## src/rtl/fsum_pkg.sv

```systemverilog
package fsum_pkg;

  typedef enum logic [1:0] {
    SUM_CHAIN = 2'd0,
    SUM_TREE  = 2'd1,
    SUM_PIPE  = 2'd2
  } sum_mode_e;

  // operands remaining at tree level lv: ceil(n / 2^lv)
  function automatic int level_cnt(input int n, input int lv);
    return (n + (1 << lv) - 1) >> lv;
  endfunction

endpackage

```

## src/rtl/fsum_sat_add.sv

```systemverilog
module fsum_sat_add #(
  parameter int W = 16
) (
  input  logic signed [W-1:0] a,
  input  logic signed [W-1:0] b,
  output logic signed [W-1:0] y
);

  localparam logic [W-1:0] POS_MAX = {1'b0, {(W-1){1'b1}}};
  localparam logic [W-1:0] NEG_MIN = {1'b1, {(W-1){1'b0}}};

  logic [W:0] wide;

  assign wide = {a[W-1], a} + {b[W-1], b};

  always_comb begin
    if (wide[W] ^ wide[W-1]) begin
      y = wide[W] ? NEG_MIN : POS_MAX;
    end else begin
      y = wide[W-1:0];
    end
  end

endmodule

```

## src/rtl/fsum_chain.sv

```systemverilog
module fsum_chain #(
  parameter int N = 8,
  parameter int W = 20
) (
  input  logic [N*W-1:0]      ops,
  output logic signed [W-1:0] sum
);

  logic signed [W-1:0] part [N];

  assign part[0] = ops[W-1:0];

  for (genvar i = 1; i < N; i++) begin : g_link
    fsum_sat_add #(.W(W)) u_add (
      .a (part[i-1]),
      .b (ops[i*W +: W]),
      .y (part[i])
    );
  end

  assign sum = part[N-1];

endmodule

```

## src/rtl/fsum_tree.sv

```systemverilog
module fsum_tree #(
  parameter int N    = 8,
  parameter int W    = 20,
  parameter bit PIPE = 1'b0
) (
  input  logic                clk,
  input  logic                rst_n,
  input  logic                in_valid,
  input  logic [N*W-1:0]      ops,
  output logic                out_valid,
  output logic signed [W-1:0] out_sum
);

  localparam int LV = $clog2(N);

  for (genvar lv = 0; lv <= LV; lv++) begin : g_lvl
    localparam int CNT = fsum_pkg::level_cnt(N, lv);
    logic signed [W-1:0] q [CNT];
    logic                v;

    if (lv == 0) begin : g_in
      for (genvar j = 0; j < CNT; j++) begin : g_ld
        assign q[j] = ops[j*W +: W];
      end
      assign v = in_valid;
    end else begin : g_op
      localparam int PCNT = fsum_pkg::level_cnt(N, lv - 1);
      logic signed [W-1:0] nxt [CNT];

      for (genvar j = 0; j < CNT; j++) begin : g_node
        if (2*j + 1 < PCNT) begin : g_pair
          fsum_sat_add #(.W(W)) u_add (
            .a (g_lvl[lv-1].q[2*j]),
            .b (g_lvl[lv-1].q[2*j+1]),
            .y (nxt[j])
          );
        end else begin : g_pass
          assign nxt[j] = g_lvl[lv-1].q[2*j];
        end
      end

      if (PIPE) begin : g_reg
        always_ff @(posedge clk or negedge rst_n) begin
          if (!rst_n) begin
            v <= 1'b0;
            for (int k = 0; k < CNT; k++) q[k] <= '0;
          end else begin
            v <= g_lvl[lv-1].v;
            if (g_lvl[lv-1].v) begin
              for (int k = 0; k < CNT; k++) q[k] <= nxt[k];
            end
          end
        end
      end else begin : g_wire
        assign q = nxt;
        assign v = g_lvl[lv-1].v;
      end
    end
  end

  logic signed [W-1:0] sum_d, sum_q;
  logic                vld_q;

  always_comb begin
    sum_d = g_lvl[LV].v ? g_lvl[LV].q[0] : sum_q;
  end

  always_ff @(posedge clk or negedge rst_n) begin
    if (!rst_n) begin
      sum_q <= '0;
      vld_q <= 1'b0;
    end else begin
      sum_q <= sum_d;
      vld_q <= g_lvl[LV].v;
    end
  end

  assign out_sum   = sum_q;
  assign out_valid = vld_q;

endmodule

```

## src/rtl/fir_final_sum.sv

```systemverilog
module fir_final_sum #(
  parameter int                  N     = 8,
  parameter int                  IN_W  = 16,
  parameter int                  ACC_W = 20,
  parameter fsum_pkg::sum_mode_e MODE  = fsum_pkg::SUM_CHAIN
) (
  input  logic                    clk,
  input  logic                    rst_n,
  input  logic                    in_valid,
  input  logic [N*IN_W-1:0]       in_terms,
  output logic                    out_valid,
  output logic signed [ACC_W-1:0] out_sum
);

  localparam int LV  = $clog2(N);
  localparam int LAT = (MODE == fsum_pkg::SUM_PIPE) ? LV + 1 : 1;

  // sign-extend each term to the accumulator width
  logic [N*ACC_W-1:0] ext;

  for (genvar i = 0; i < N; i++) begin : g_ext
    assign ext[i*ACC_W +: ACC_W] = ACC_W'($signed(in_terms[i*IN_W +: IN_W]));
  end

  if (MODE == fsum_pkg::SUM_CHAIN) begin : g_chain
    logic signed [ACC_W-1:0] res, sum_d, sum_q;
    logic                    vld_q;

    fsum_chain #(.N(N), .W(ACC_W)) u_chain (
      .ops (ext),
      .sum (res)
    );

    always_comb begin
      sum_d = in_valid ? res : sum_q;
    end

    always_ff @(posedge clk or negedge rst_n) begin
      if (!rst_n) begin
        sum_q <= '0;
        vld_q <= 1'b0;
      end else begin
        sum_q <= sum_d;
        vld_q <= in_valid;
      end
    end

    assign out_sum   = sum_q;
    assign out_valid = vld_q;
  end else begin : g_tree
    fsum_tree #(.N(N), .W(ACC_W), .PIPE(MODE == fsum_pkg::SUM_PIPE)) u_tree (
      .clk       (clk),
      .rst_n     (rst_n),
      .in_valid  (in_valid),
      .ops       (ext),
      .out_valid (out_valid),
      .out_sum   (out_sum)
    );
  end

  logic all_nonneg, all_neg;

  always_comb begin
    all_nonneg = 1'b1;
    all_neg    = 1'b1;
    for (int i = 0; i < N; i++) begin
      if (in_terms[i*IN_W + IN_W - 1]) all_nonneg = 1'b0;
      else                              all_neg    = 1'b0;
    end
  end

  AST_VALID_LATENCY: assert property (@(posedge clk) disable iff (!rst_n)
    out_valid == $past(in_valid, LAT));

  AST_HOLD_WHEN_IDLE: assert property (@(posedge clk) disable iff (!rst_n)
    !$past(in_valid, LAT) |-> $stable(out_sum));

  AST_POS_NO_WRAP: assert property (@(posedge clk) disable iff (!rst_n)
    ($past(in_valid, LAT) && $past(all_nonneg, LAT)) |-> !out_sum[ACC_W-1]);

  AST_NEG_NO_WRAP: assert property (@(posedge clk) disable iff (!rst_n)
    ($past(in_valid, LAT) && $past(all_neg, LAT)) |-> out_sum[ACC_W-1]);

endmodule

```

## config.mk

```make
export PLATFORM = sky130hd
export DESIGN_NAME = fir_final_sum
export DESIGN_NICKNAME = d
export VERILOG_FILES = /design/src/rtl/fsum_pkg.sv /design/src/rtl/fsum_sat_add.sv /design/src/rtl/fsum_chain.sv /design/src/rtl/fsum_tree.sv /design/src/rtl/fir_final_sum.sv
export SDC_FILE = /design/constraint.sdc
export NUM_CORES = 1
export LEC_CHECK = 0
export BUFFER_PORTS_ARGS = -buffer_cell sky130_fd_sc_hd__buf_2
export CORE_MARGIN = 5
export CORE_UTILIZATION = 45
export DETAILED_ROUTE_END_ITERATION = 12
export PLACE_DENSITY = 0.66
export SETUP_SLACK_MARGIN = 0.05
export SLEW_MARGIN = 20
export SYNTH_ARGS = -nofsm -noshare
export SYNTH_HDL_FRONTEND = slang
export SYNTH_HIERARCHICAL = 1
export SYNTH_SLANG_ARGS = --single-unit
```

## constraint.sdc

```tcl
create_clock -name clk -period 0.9 [get_ports clk]
set_input_delay 0.18 -clock clk [delete_from_list [all_inputs] [get_ports clk]]
set_output_delay 0.18 -clock clk [all_outputs]
set_load 0.01 [all_outputs]
```

==> results.md <==
* First-pass GRT wire length at 53600 um
* Hold Fails Final Rpt at 0
* Synthesized Nets at roughly 1500
* Skew final at 0 ns
* Min Tclk post-route at 14.00 ns
* Violated checks: negative setup slack
* Syn_area_per_cell at about 8.0 sq um
* Final Non-Filler Cells at 2074
* Final setup vio count at 41
* Yosys cell types at 84
* Vias in the first global route at 11485
* DP Worst Slack at -13.33 ns
* Drt drc at 0
* Post-Syn Instances at 1195
* Synth top cells by count: 144 x a21oi_1, 140 x ha_1, 90 x nand2_1
* Synth Register Bits at 21
* Clk buf depth at 2
* Synth Cell Area at 9600 sq um
* Max Fclk at 0.0714 GHz
* Arrival @ worst endpoint at around 14 ns
* Relative slew slack at 73.9%
* Core footprint at 21000 sq um
* Fin. max-slew vios at 0
* Asr flop ratio synth at 100%
* Crit share post-route at 1560%
* Detailed Route Iter0 Violations at around 590
* Crit Path Class: primary input to flip-flop
* Largest net degree at the start of global routing at 22
* Largest stage delay, worst path at 0.44 ns
* Worst Tran Pin Value at approximately 0.39 ns
* IO Pins at 152
* Clock Sinks at 21
* Final wirelength at 34900 um
* CTS tree: yes
* Initial core utilization at 45.7%
* Clk slew on worst S/H paths at 0.06 ns
* Wire per inst at 16.8 um
* Via Count at 11365
* Total track usage at between 20% and 30%
* Total gr overflow at 0
* Port-buffer cells at 151
* Crit path max-delay family: compound AO/OA/AOI/OAI gates
* Status: finished, violations left
* Gp weighted congestion at 0.951
* Die height at ~160 um
* Final nets at approximately 2100
* Area grow syn2layout at 62.6%
* Seq/Total Area, Yosys at 5.48%
* Initial antenna violation count at 1
* Vias/cell at 5.48
* # rows at 53
* DIE WIDTH at 156 um
* Max stage delay cell, worst path: a2111oi_4
* Share of layout cells above drive strength 1 at 53.8%
* Ys Warns at 6
* Final WS setup at -13.10 ns
* Main flop type after synthesis: dfrtp_1
* Final setup TNS at -262.34 ns
* Yosys top cell area share at 18.3%
* Antenna-violating nets left at 0
* Post-layout util at 74.2%
* Post-Place Cells at slightly below 2000
* Startpoint Class: primary input
* Dpl hpwl at 26400 um
* Root buffer cell: clkbuf_16
* Number of synthesized flops with an enable pin at 0
* Leading area contributor after synthesis: ha_1
* Worst path bufs/invs at 12
* Worst Path Required at 1.04 ns
* Total CTS buffers at 3
* Die area at 24400 sq um
* Most numerous cell in the Yosys netlist: a21oi_1
* Worst Setup End Kind: flip-flop
* Crit path max fanout at 8
* Clock Latency Late Sink at 0.26 ns
* H-tree depth at 1
* Ranking of synthesized cells by area: ha_1 18%, a21oi_1 7.5%, xnor2_1 6.5%
* Worst Hold Class: primary input to flip-flop
* RSZ-0062 raised after global routing: yes
* Max-cap viol count at 0
* DRT Pass-1 Iters at 5
## layout by cell type (no fill, tap or decap), types with 9 or more instances in the layout
| master | n |
|---|---|
| ha_1 | 85 |
| nand2_1 | 88 |
| nor3_1 | 17 |
| a21o_1 | 34 |
| a21oi_2 | 46 |
| dfrtp_1 | 21 |
| mux2_4 | 20 |
| ha_2 | 9 |
| inv_1 | 50 |
| a31oi_1 | 10 |
| o211ai_1 | 14 |
| nor2_1 | 63 |
| buf_2 | 147 |
| ha_4 | 46 |
| a21oi_1 | 110 |
| and2_1 | 9 |
| xor2_1 | 45 |
| maj3_1 | 17 |
| nand3_1 | 18 |
| o21ai_0 | 48 |
| nor2_2 | 10 |
| o21ai_2 | 13 |
| nor2b_1 | 13 |
| xnor2_1 | 69 |
| a21oi_4 | 11 |
| buf_6 | 17 |
| nand4_1 | 15 |
| o21ai_1 | 18 |
| buf_4 | 449 |
| maj3_2 | 67 |
## final timing paths
kind / startpoint / endpoint / slack (ns) / cells past startpoint
setup reg to reg: out_sum[2] / out_sum[2] / -0.03 / 2
min in group asynchronous: rst_n / out_valid / 0.38 / 2
max in group asynchronous: rst_n / out_sum[14] / 0.29 / 2
hold reg to reg: out_sum[10] / out_sum[10] / 0.53 / 1
setup / recovery: in_terms[16] / out_sum[12] / -13.10 / 72
hold / removal: in_valid / out_valid / 0.24 / 2
## metrics by stage
stage,cell area [sq um],hold WS (ns)
2_1_floorplan,10000,-0.116
6_report,15600,0.244
3_3_place_gp,13900,0.141
3_5_place_dp,13900,0.154
5_1_grt,15600,0.254
4_1_cts,14900,0.247
## layout make-up
cell class              instances  area (sq um)
flip-flops and latches         21           526
multi-input cells            1089          9880
clock inverters                 1          5.00
inverters                      58           218
repair buffers                626          4550
fillers                      1519          5420
well taps                     275           344
clock buffers                   3          75.1
diodes                          1          2.50
## sequential cells by signal, summed over array words and instances (netlist names)
signal     cells
out_valid      1
out_sum       20
## routing by layer
layer  share of wire [%]  up-vias  track usage (%)
met5               0.020        -                0
met4                 2.6        2             5.79
li1                    -     5642                -
met1                  44     5336             34.0
met2                  49      310             46.0
met3                 3.8       75             1.61
## timing repair
action                     in CTS  in global routing
pin swaps                      48                 86
hold endpoints to repair       21                  0
hold buffers                    1                  0
setup endpoints to repair      41                 62
setup buffers                  51                 22
gates resized for setup        87                107
cloned                          8                  2
## cells by family after synthesis
group                    share of synthesized area (%)
AO/OA/AOI/OAI                                     28.1
XOR/XNOR                                          12.4
buffers and inverters                             5.12
multiplexers                                      3.48
AND/OR/NAND/NOR                                   16.4
flip-flops                                        5.48
adder cells (fa/ha/maj)                           29.1
Power is left out: the tool's default activity adds up to more than one toggle a clock period on the data nets, which glitch-free logic cannot reach.
